===== src/rtl/prio_irq_pkg.sv =====
package prio_irq_pkg;
  localparam int LVL_N  = 32;
  localparam int LVL_W  = $clog2(LVL_N);
  localparam int DESC_W = 8;

  typedef struct packed {
    logic             take;       // presented level moves pending -> in service
    logic [LVL_W-1:0] takeLvl;
    logic             retire;     // most urgent in-service level ends
    logic [LVL_W-1:0] retireLvl;
    logic             cancel;     // flagged levels lose pending and in-service
    logic             orMask;     // flagged levels enabled
    logic             andMask;    // unflagged levels disabled
  } ctlStrobe_t;

  function automatic logic [LVL_W-1:0] firstSet(input logic [LVL_N-1:0] v);
    logic [LVL_W-1:0] idx;
    idx = '0;
    for (int i = LVL_N - 1; i >= 0; i--) begin
      if (v[i]) idx = LVL_W'(i);
    end
    return idx;
  endfunction
endpackage


===== src/rtl/prio_irq_ctl.sv =====
module prio_irq_ctl
  import prio_irq_pkg::*;
(
  input  logic [LVL_N-1:0] pendVec,
  input  logic [LVL_N-1:0] maskVec,
  input  logic [LVL_N-1:0] inSvcVec,
  input  logic             irqAck,
  input  logic             retStrobe,
  input  logic             cmdValid,
  input  logic             cmdMask,
  input  logic             cmdCancel,
  output logic             irqReq,
  output logic [LVL_W-1:0] bestLvl,
  output ctlStrobe_t       strb
);
  logic [LVL_N-1:0] eligible;
  logic             activeValid;
  logic [LVL_W-1:0] activeLvl;

  always_comb begin
    eligible    = pendVec & maskVec;
    bestLvl     = firstSet(eligible);
    activeValid = |inSvcVec;
    activeLvl   = firstSet(inSvcVec);
    irqReq      = (|eligible) && (!activeValid || (bestLvl < activeLvl));

    strb.take      = irqReq && irqAck;
    strb.takeLvl   = bestLvl;
    strb.retire    = retStrobe && activeValid;
    strb.retireLvl = activeLvl;
    strb.cancel    = cmdValid && cmdCancel;
    strb.orMask    = cmdValid && cmdMask;
    strb.andMask   = cmdValid && !cmdMask && !cmdCancel;
  end
endmodule


===== src/rtl/prio_irq_dp.sv =====
module prio_irq_dp
  import prio_irq_pkg::*;
#(
  parameter int                 ADDR_W     = 12,
  parameter logic [ADDR_W-1:0]  TBL_BASE   = 12'h800,
  parameter int                 PAIR_SHIFT = 4,
  parameter int                 VEC_W      = 24,
  parameter int                 IDX_SHIFT  = 2
) (
  input  logic              clk,
  input  logic              rstN,
  input  ctlStrobe_t        strb,
  input  logic              reqValid,
  input  logic [LVL_W-1:0]  reqLvl,
  input  logic [DESC_W-1:0] reqDesc,
  input  logic [LVL_N-1:0]  cmdBits,
  input  logic [LVL_W-1:0]  bestLvl,
  input  logic [VEC_W-1:0]  handlerBase,
  input  logic [DESC_W-1:0] handlerXorMask,
  output logic [LVL_N-1:0]  pendVec,
  output logic [LVL_N-1:0]  maskVec,
  output logic [LVL_N-1:0]  inSvcVec,
  output logic [DESC_W-1:0] irqDesc,
  output logic [ADDR_W-1:0] pairAddr,
  output logic [VEC_W-1:0]  vector
);
  logic [DESC_W-1:0] descReg [LVL_N];
  logic [DESC_W-1:0] tblIdx;

  for (genvar g = 0; g < LVL_N; g++) begin : g_lvl
    logic hitReq, hitTake, hitRetire, hitCancel;
    assign hitReq    = reqValid && (reqLvl == LVL_W'(g));
    assign hitTake   = strb.take && (strb.takeLvl == LVL_W'(g));
    assign hitRetire = strb.retire && (strb.retireLvl == LVL_W'(g));
    assign hitCancel = strb.cancel && cmdBits[g];

    always_ff @(posedge clk or negedge rstN) begin
      if (!rstN) begin
        pendVec[g]  <= 1'b0;
        inSvcVec[g] <= 1'b0;
        descReg[g]  <= '0;
      end else begin
        pendVec[g]  <= (pendVec[g] && !hitTake && !hitCancel) || hitReq;
        inSvcVec[g] <= (inSvcVec[g] && !hitRetire && !hitCancel) || hitTake;
        if (hitReq) descReg[g] <= reqDesc;
      end
    end
  end

  always_ff @(posedge clk or negedge rstN) begin
    if (!rstN)             maskVec <= '0;
    else if (strb.andMask) maskVec <= maskVec & cmdBits;
    else if (strb.orMask)  maskVec <= maskVec | cmdBits;
  end

  always_comb begin
    irqDesc  = descReg[bestLvl];
    tblIdx   = irqDesc ^ handlerXorMask;
    pairAddr = TBL_BASE + (ADDR_W'(bestLvl) << PAIR_SHIFT);
    vector   = handlerBase ^ (VEC_W'(tblIdx) << IDX_SHIFT);
  end
endmodule


===== src/rtl/prio_irq_ctrl.sv =====
module prio_irq_ctrl
  import prio_irq_pkg::*;
#(
  parameter int                 ADDR_W     = 12,
  parameter logic [ADDR_W-1:0]  TBL_BASE   = 12'h800,
  parameter int                 PAIR_SHIFT = 4,
  parameter int                 VEC_W      = 24,
  parameter int                 IDX_SHIFT  = 2
) (
  input  logic              clk,
  input  logic              rstN,
  input  logic              reqValid,
  input  logic [LVL_W-1:0]  reqLvl,
  input  logic [DESC_W-1:0] reqDesc,
  input  logic              irqAck,
  input  logic              retStrobe,
  input  logic              cmdValid,
  input  logic              cmdMask,
  input  logic              cmdCancel,
  input  logic [LVL_N-1:0]  cmdBits,
  input  logic [VEC_W-1:0]  handlerBase,
  input  logic [DESC_W-1:0] handlerXorMask,
  output logic              irqReq,
  output logic [LVL_W-1:0]  irqLevel,
  output logic [DESC_W-1:0] irqDesc,
  output logic [ADDR_W-1:0] pairAddr,
  output logic [VEC_W-1:0]  vector
);
  logic [LVL_N-1:0] pendVec, maskVec, inSvcVec;
  ctlStrobe_t       strb;

  prio_irq_ctl u_ctl (
    .pendVec(pendVec), .maskVec(maskVec), .inSvcVec(inSvcVec),
    .irqAck(irqAck), .retStrobe(retStrobe),
    .cmdValid(cmdValid), .cmdMask(cmdMask), .cmdCancel(cmdCancel),
    .irqReq(irqReq), .bestLvl(irqLevel), .strb(strb)
  );

  prio_irq_dp #(
    .ADDR_W(ADDR_W), .TBL_BASE(TBL_BASE), .PAIR_SHIFT(PAIR_SHIFT),
    .VEC_W(VEC_W), .IDX_SHIFT(IDX_SHIFT)
  ) u_dp (
    .clk(clk), .rstN(rstN), .strb(strb),
    .reqValid(reqValid), .reqLvl(reqLvl), .reqDesc(reqDesc),
    .cmdBits(cmdBits), .bestLvl(irqLevel),
    .handlerBase(handlerBase), .handlerXorMask(handlerXorMask),
    .pendVec(pendVec), .maskVec(maskVec), .inSvcVec(inSvcVec),
    .irqDesc(irqDesc), .pairAddr(pairAddr), .vector(vector)
  );
endmodule


===== config.mk =====
export PLATFORM = sky130hd
export DESIGN_NAME = prio_irq_ctrl
export DESIGN_NICKNAME = d
export VERILOG_FILES = /design/src/rtl/prio_irq_pkg.sv /design/src/rtl/prio_irq_ctl.sv /design/src/rtl/prio_irq_dp.sv /design/src/rtl/prio_irq_ctrl.sv
export SDC_FILE = /design/constraint.sdc
export NUM_CORES = 1
export LEC_CHECK = 0
export BUFFER_PORTS_ARGS = -buffer_cell sky130_fd_sc_hd__buf_4
export CORE_UTILIZATION = 50
export CTS_BUF_LIST = sky130_fd_sc_hd__clkbuf_2 sky130_fd_sc_hd__clkbuf_4 sky130_fd_sc_hd__clkbuf_8
export DETAILED_ROUTE_END_ITERATION = 12
export HOLD_SLACK_MARGIN = 0.02
export PLACE_DENSITY = 0.68
export SLEW_MARGIN = 30
export SYNTH_ARGS = -nofsm -noshare
export SYNTH_HDL_FRONTEND = slang
export SYNTH_SLANG_ARGS = --single-unit
export TNS_END_PERCENT = 1

===== constraint.sdc =====
create_clock -name clk -period 5.2 [get_ports clk]
set_input_delay 0.78 -clock clk [delete_from_list [all_inputs] [get_ports clk]]
set_output_delay 0.78 -clock clk [all_outputs]
set_load 0.005 [all_outputs]

==> results_dict.tcl, run 1 <==
set metrics [dict create \
    status "finished clean" \
    fp.coreArea_sq_mm 0.0345 \
    clockBufferDepth 3 \
    drv_cap 0 \
    track_usage_pct 28.9 \
    netlist_area_sq_mm 0.0176 \
    syn_inst 1521 \
    final_cell_mix "dfrtp_1 (352), mux2_2 (260), nand2_1 (158), buf_4 (135), nor2_1 (111)" \
    hold_viol 0 \
    worst_slew_pin_slew_ns 1.08 \
    power.density_mw_per_mm2 654 \
    hold_buffers 0 \
    io_buffer_count 95 \
    cp_num_buf_inv 2 \
    slew_violations 0 \
    rows 68 \
    setup_viol 0 \
    vias_per_cell 6.20 \
    routabilityCongestion 0.968 \
    tns_ns 0 \
    antenna_cells 0 \
    cp_max_fo 49 \
    ant_nets 0 \
    slew_headroom_pct 28.0 \
    clkTransAtPathRegs_ns 0.06 \
    post_dp_cell_area_sq_mm 0.0188 \
    critPathCaptureType "output port" \
    final_common_cell "dfrtp_1" \
    path_class "flip-flop to output port" \
    antenna_found_initial 0 \
    drive_above_1_share_pct 35.2 \
    cts_tree "built" \
    dr.pass1.iters 6 \
    synth_top_flop_cell "dfrtp_1" \
    ys_warn_count 0 \
    dp_cells 2015 \
    clkLatencyLatePin_ns 0.63 \
    peakVddDrop_v 0.000578 \
    hpwlAfterDp_mm 34.9 \
    multi_input_area_sq_mm 0.00826 \
    rr_worst_depth 15 \
    async_flop_share_pct 100 \
    clock-skew-final_ns 0.0138 \
    rsz0062_at_grt "false" \
    fin_area_sq_mm 0.0201 \
    num_vias 13111 \
    area_growth_pct 14.3 \
    die_x_um 190 \
    critical_path_cell_count 13 \
    seqCellArea_sq_mm 0.00881 \
    io_pins 135 \
    wl_per_cell_um 24.2 \
    layout_min_cycle_time_ns 5.07 \
    grt-ovfl-total 0 \
    arrival_ns 4.29 \
    clock_sinks 352 \
    avgSynthCellArea_sq_um 11.6 \
    synth_edf_count 0 \
    utilization_pct 58.2 \
    cts_root_buffer "clkbuf_8" \
    cts_max_level 2 \
    drt_iter0_drc 1263 \
    final.period_utilization_pct 97.6 \
    crit_slowest_cell "or4_1" \
    routed_wl_mm 51.2 \
    startpoint_type "flip-flop" \
    grt_pass1_vias 13319 \
    grt_pass1_wl_mm 78.8 \
    n_fill_cell 2929 \
    holdCritPathClass "input pin to asynchronous set/reset pin" \
    p_leak_nw 9.01 \
    cts_made_buffers 57 \
    path_cells "nand2_1 -> a32o_1 -> a221o_1 -> a31o_2 -> nor2_4 -> nand2_4 -> inv_16 -> mux4_1 -> a22o_1 -> or4_1 -> o31a_1 -> xnor2_1 -> buf_4" \
    ys_types 79 \
    finalNetCount 1708 \
    ys_seq_area_share_pct 50.1 \
    cpPeakStageDelay_ns 0.45 \
    max_freq_mhz 197 \
    crit_family "compound AO/OA/AOI/OAI gates" \
    drc 0 \
    die_h_um 190 \
    critical_path_required_ns 4.42 \
    die-area_sq_mm 0.0359 \
    grt_max_degree 113 \
    post-cts-setup-buffer-count 0 \
    ys_ff_latch 352 \
    stdcell_count 2116 \
    start_util_pct 50.9 \
]
repair_timing:
action                                 in CTS  in global routing
gates resized for setup                     7                 11
setup endpoints to repair                  10                 10
endpoints found under the hold margin       0                  0
pin swaps                                   0                  1
worst register-to-register path, cell delays in order (launching register included):
cell	delay, ns
dfrtp_1	0.42
a22oi_1	0.41
nand2_1	0.13
a31oi_2	0.32
a21oi_1	0.13
buf_4	0.18
or2_2	0.35
inv_2	0.23
ha_1	0.31
a21o_1	0.17
a21o_1	0.17
a211oi_1	0.30
o22ai_1	0.23
buf_4	0.27
or3_1	0.46
a32o_1	0.28
registers in the layout, summed over array words and instances, names as in the netlist:
register / count
u_dp.descReg: 256
u_dp.inSvcVec: 32
u_dp.maskVec: 32
u_dp.pendVec: 32
cells by family (layout without fill, tap and decap cells):
| family | Yosys count | after routing | synth area share (%) |
|---|---|---|---|
| compound gates | 276 | 276 | 11.6 |
| xor+xnor | 16 | 16 | 0.797 |
| fa+ha+maj | 4 | 4 | 0.285 |
| buf+inv | 125 | 260 | 3.62 |
| flops | 352 | 352 | 50.1 |
| mux | 345 | 345 | 23.3 |
| other cells | 2 | 7 | 0.0427 |
| simple gates | 401 | 401 | 10.2 |
Yosys cell counts, types with 17 or more instances:
| cell | instances | area (sq um) |
|---|---|---|
| nor3_1 | 31 | 155 |
| mux4_2 | 23 | 518 |
| a21oi_1 | 70 | 350 |
| a211oi_1 | 17 | 128 |
| nor2_1 | 116 | 435 |
| buf_4 | 35 | 263 |
| mux2_2 | 260 | 2930 |
| clkbuf_1 | 58 | 218 |
| a32o_1 | 19 | 190 |
| o21ai_0 | 23 | 115 |
| a22oi_1 | 24 | 180 |
| mux2i_1 | 59 | 591 |
| nand2_1 | 160 | 601 |
| a31o_2 | 19 | 166 |
| dfrtp_1 | 352 | 8810 |
stage by stage:
step                      total power, mW  worst slack (ns)  hold WS [ns]
final                                13.1             0.126         0.158
after detailed placement             10.3             0.429         0.488
after global routing                 13.7            0.0164         0.201
after floorplan                      7.82              1.18         0.471
after global placement               10.3             0.522         0.481
after CTS                            13.0            0.0285         0.164
layer usage:
| layer | up-vias | share of wire, % | GRT usage, % |
|---|---|---|---|
| met2 | 559 | 47 | 46.5 |
| met5 | - | 0 | 0.137 |
| met1 | 6701 | 42 | 38.8 |
| li1 | 5742 | - | - |
| met4 | 0 | 3.0 | 11.0 |
| met3 | 109 | 7.5 | 5.38 |
layout make-up:
class	count	area share, %
timing repair buffer	140	5.47
clock buffer	97	5.93
multi-input combinational	1049	41.1
clock inverter	4	0.349
inverter	19	0.448
sequential	352	43.8
tap	455	2.83
path summary, 6_finish.rpt:
kind / endpoint / slack [ns] / from
setup / recovery: vector[8] / 0.13 / u_dp.maskVec[13]$_DFFE_PN0P_
hold / removal: u_dp.maskVec[9]$_DFFE_PN0P_ / 0.16 / rstN
setup reg to reg: u_dp.pendVec[2]$_DFF_PN0_ / 0.74 / u_dp.maskVec[9]$_DFFE_PN0P_
hold reg to reg: u_dp.descReg[197]$_DFFE_PN0P_ / 0.50 / u_dp.descReg[197]$_DFFE_PN0P_
max in group asynchronous: u_dp.descReg[90]$_DFFE_PN0P_ / 3.88 / rstN
min in group clk: u_dp.maskVec[10]$_DFFE_PN0P_ / 0.38 / cmdBits[10]
report_power, final:
part / internal, mW / switching [mW] / leakage, nW / total, mW
Clock: 1.49 / 1.13 / 0.666 / 2.62
Sequential: 3.29 / 0.379 / 4.50 / 3.67
Combinational: 2.77 / 4.09 / 3.84 / 6.86
(Power assumes the default switching activity.)
==> inputs of run 2 (changes only) <==
--- a/config.mk
+++ b/config.mk
@@ -6,12 +6,13 @@
 export NUM_CORES = 1
 export LEC_CHECK = 0
 export BUFFER_PORTS_ARGS = -buffer_cell sky130_fd_sc_hd__buf_4
+export CAP_MARGIN = 40
+export CORE_MARGIN = 5
 export CORE_UTILIZATION = 50
 export CTS_BUF_LIST = sky130_fd_sc_hd__clkbuf_2 sky130_fd_sc_hd__clkbuf_4 sky130_fd_sc_hd__clkbuf_8
 export DETAILED_ROUTE_END_ITERATION = 12
 export HOLD_SLACK_MARGIN = 0.02
 export PLACE_DENSITY = 0.68
-export SLEW_MARGIN = 30
 export SYNTH_ARGS = -nofsm -noshare
 export SYNTH_HDL_FRONTEND = slang
 export SYNTH_SLANG_ARGS = --single-unit
==> run 2 against run 1 <==
Compared with the run above: wire length increased by 0.22%; clock power increased by 2%; hold slack got worse by 0.020 ns; sequential cell count unchanged; clock-buffer cell count decreased by 4; utilization increased by 0.32 points; clock skew increased by 0.0063 ns; largest cell class unchanged; highest routed layer is now met5.
==> results_dict.tcl, run 2 (synthesis gave the netlist of run 1 again) <==
set metrics [dict create \
    status "finished clean" \
    drv_cap 0 \
    finalWorstSetupSlack_ns 0.129 \
    cts_made_buffers 58 \
    cts_max_level 2 \
    path_class "flip-flop to output port" \
    vias_per_cell 6.19 \
    p_leak_nw 9.10 \
    wl_per_cell_um 24.1 \
    antenna_found_initial 1 \
    critPathCaptureType "output port" \
    slew_violations 0 \
    critical_path_required_ns 4.42 \
    start_util_pct 50.8 \
    num_vias 13201 \
    grt_pass1_wl_mm 78.6 \
    clockBufferDepth 3 \
    peakVddDrop_v 0.000546 \
    cp_max_fo 46 \
    die_h_um 198 \
    final_cell_mix "dfrtp_1 (352), mux2_2 (260), nand2_1 (159), buf_4 (143), nor2_1 (116)" \
    routed_wl_mm 51.3 \
    dr.pass1.iters 5 \
    drc 0 \
    critPathLaunch "u_dp.maskVec[27]$_DFFE_PN0P_" \
    worst_slew_pin_slew_ns 0.969 \
    final.period_utilization_pct 97.5 \
    startpoint_type "flip-flop" \
    ant_nets 0 \
    multi_input_area_sq_mm 0.00826 \
    place_ws_ns 0.501 \
    rsz0062_at_grt "false" \
    routabilityCongestion 0.965 \
    hold_buffers 0 \
    rows 68 \
    clock-skew-final_ns 0.0201 \
    die-area_sq_mm 0.0390 \
    max_freq_mhz 197 \
    total_power_mw 13.2 \
    stdcell_count 2133 \
    layout_min_cycle_time_ns 5.07 \
    setup_viol 0 \
    reg2reg_to "u_dp.inSvcVec[28]$_DFF_PN0_" \
    die_x_um 198 \
    tns_ns 0 \
    dp_cells 2024 \
    drive_above_1_share_pct 35.7 \
    track_usage_pct 25.9 \
    clkLatencyLatePin_ns 0.64 \
    fp.coreArea_sq_mm 0.0346 \
    clkTransAtPathRegs_ns 0.06 \
    power.density_mw_per_mm2 652 \
    grt_pass1_vias 13354 \
    hold_viol 0 \
    io_buffer_count 95 \
    rrSetupSlack_ns 0.84 \
    largest_reg_flops 256 \
    hold-worst-slack_ns 0.138 \
    cts_tree "built" \
    grt-ovfl-total 0 \
    n_fill_cell 2907 \
    drt_iter0_drc 924 \
    slew_headroom_pct 34.9 \
    holdCritPathClass "input pin to asynchronous set/reset pin" \
    cts_root_buffer "clkbuf_8" \
    r2r_start "u_dp.inSvcVec[29]$_DFF_PN0_" \
    area_growth_pct 15.2 \
    hpwlAfterDp_mm 35.4 \
    io_pins 135 \
    finalNetCount 1722 \
    arrival_ns 4.29 \
    largest-register "u_dp.descReg" \
    final_common_cell "dfrtp_1" \
    grt_max_degree 121 \
    antenna_cells 0 \
    clock_sinks 352 \
    seqCellArea_sq_mm 0.00881 \
    rr_worst_depth 17 \
]
-- run 2: area by class of cell --
cell class                      count  area share (%)
Clock buffer                       93            5.76
Clock inverter                     12           0.686
Inverter                           19           0.513
Multi-Input combinational cell   1049            40.8
Sequential cell                   352            43.5
Tap cell                          455            2.81
Timing Repair Buffer              153            5.94
-- run 2: worst max-delay path, cell delays in order, from the launching register on --
cell and delay (ns):
dfrtp_1 0.42, a22o_1 0.26, a31oi_2 0.16, o2111ai_2 0.27
a2111oi_4 0.53, nor2_4 0.14, nand2_4 0.20, clkinv_16 0.18
mux4_2 0.35, a22o_1 0.19, or4_1 0.45, o31a_1 0.18
xnor2_1 0.17, buf_4 0.13
-- run 2: power breakdown --
part / internal [mW] / switching (mW) / leakage [nW]
registers: 3.29 / 0.374 / 4.50
clock network: 1.53 / 1.14 / 0.693
logic: 2.84 / 4.02 / 3.90
-- run 2: worst max path at each step --
stage,endpoint,slack (ns),cells after the start
CTS,vector[8],0.02,13
finish,vector[8],0.13,13
floorplan,irqReq,1.18,17
detailed placement,vector[8],0.50,13
global placement,vector[8],0.57,13
global route,vector[8],0.003,13
-- run 2: repair_timing --
item	CTS	global route
gates resized for setup	5	13
hold endpoints to repair	0	0
buffers inserted	0	3
endpoints found under the setup margin	10	8
pin swaps	0	1
-- run 2: per-layer routing --
| layer | global-route usage, % | wire length (um) |
|---|---|---|
| met2 | 40.8 | 23800 |
| met4 | 11.0 | 2270 |
| met3 | 4.98 | 3970 |
| met1 | 35.4 | 21200 |
| met5 | 0 | 7 |
-- run 2: metrics by stage --
stage                     instance area [sq um]  utilization, %
final                                     20300            58.5
after global routing                      20300            58.5
after CTS                                 20200            58.2
after detailed placement                  18800            54.4
after global placement                    18700            54.1
after floorplan                           17600               -
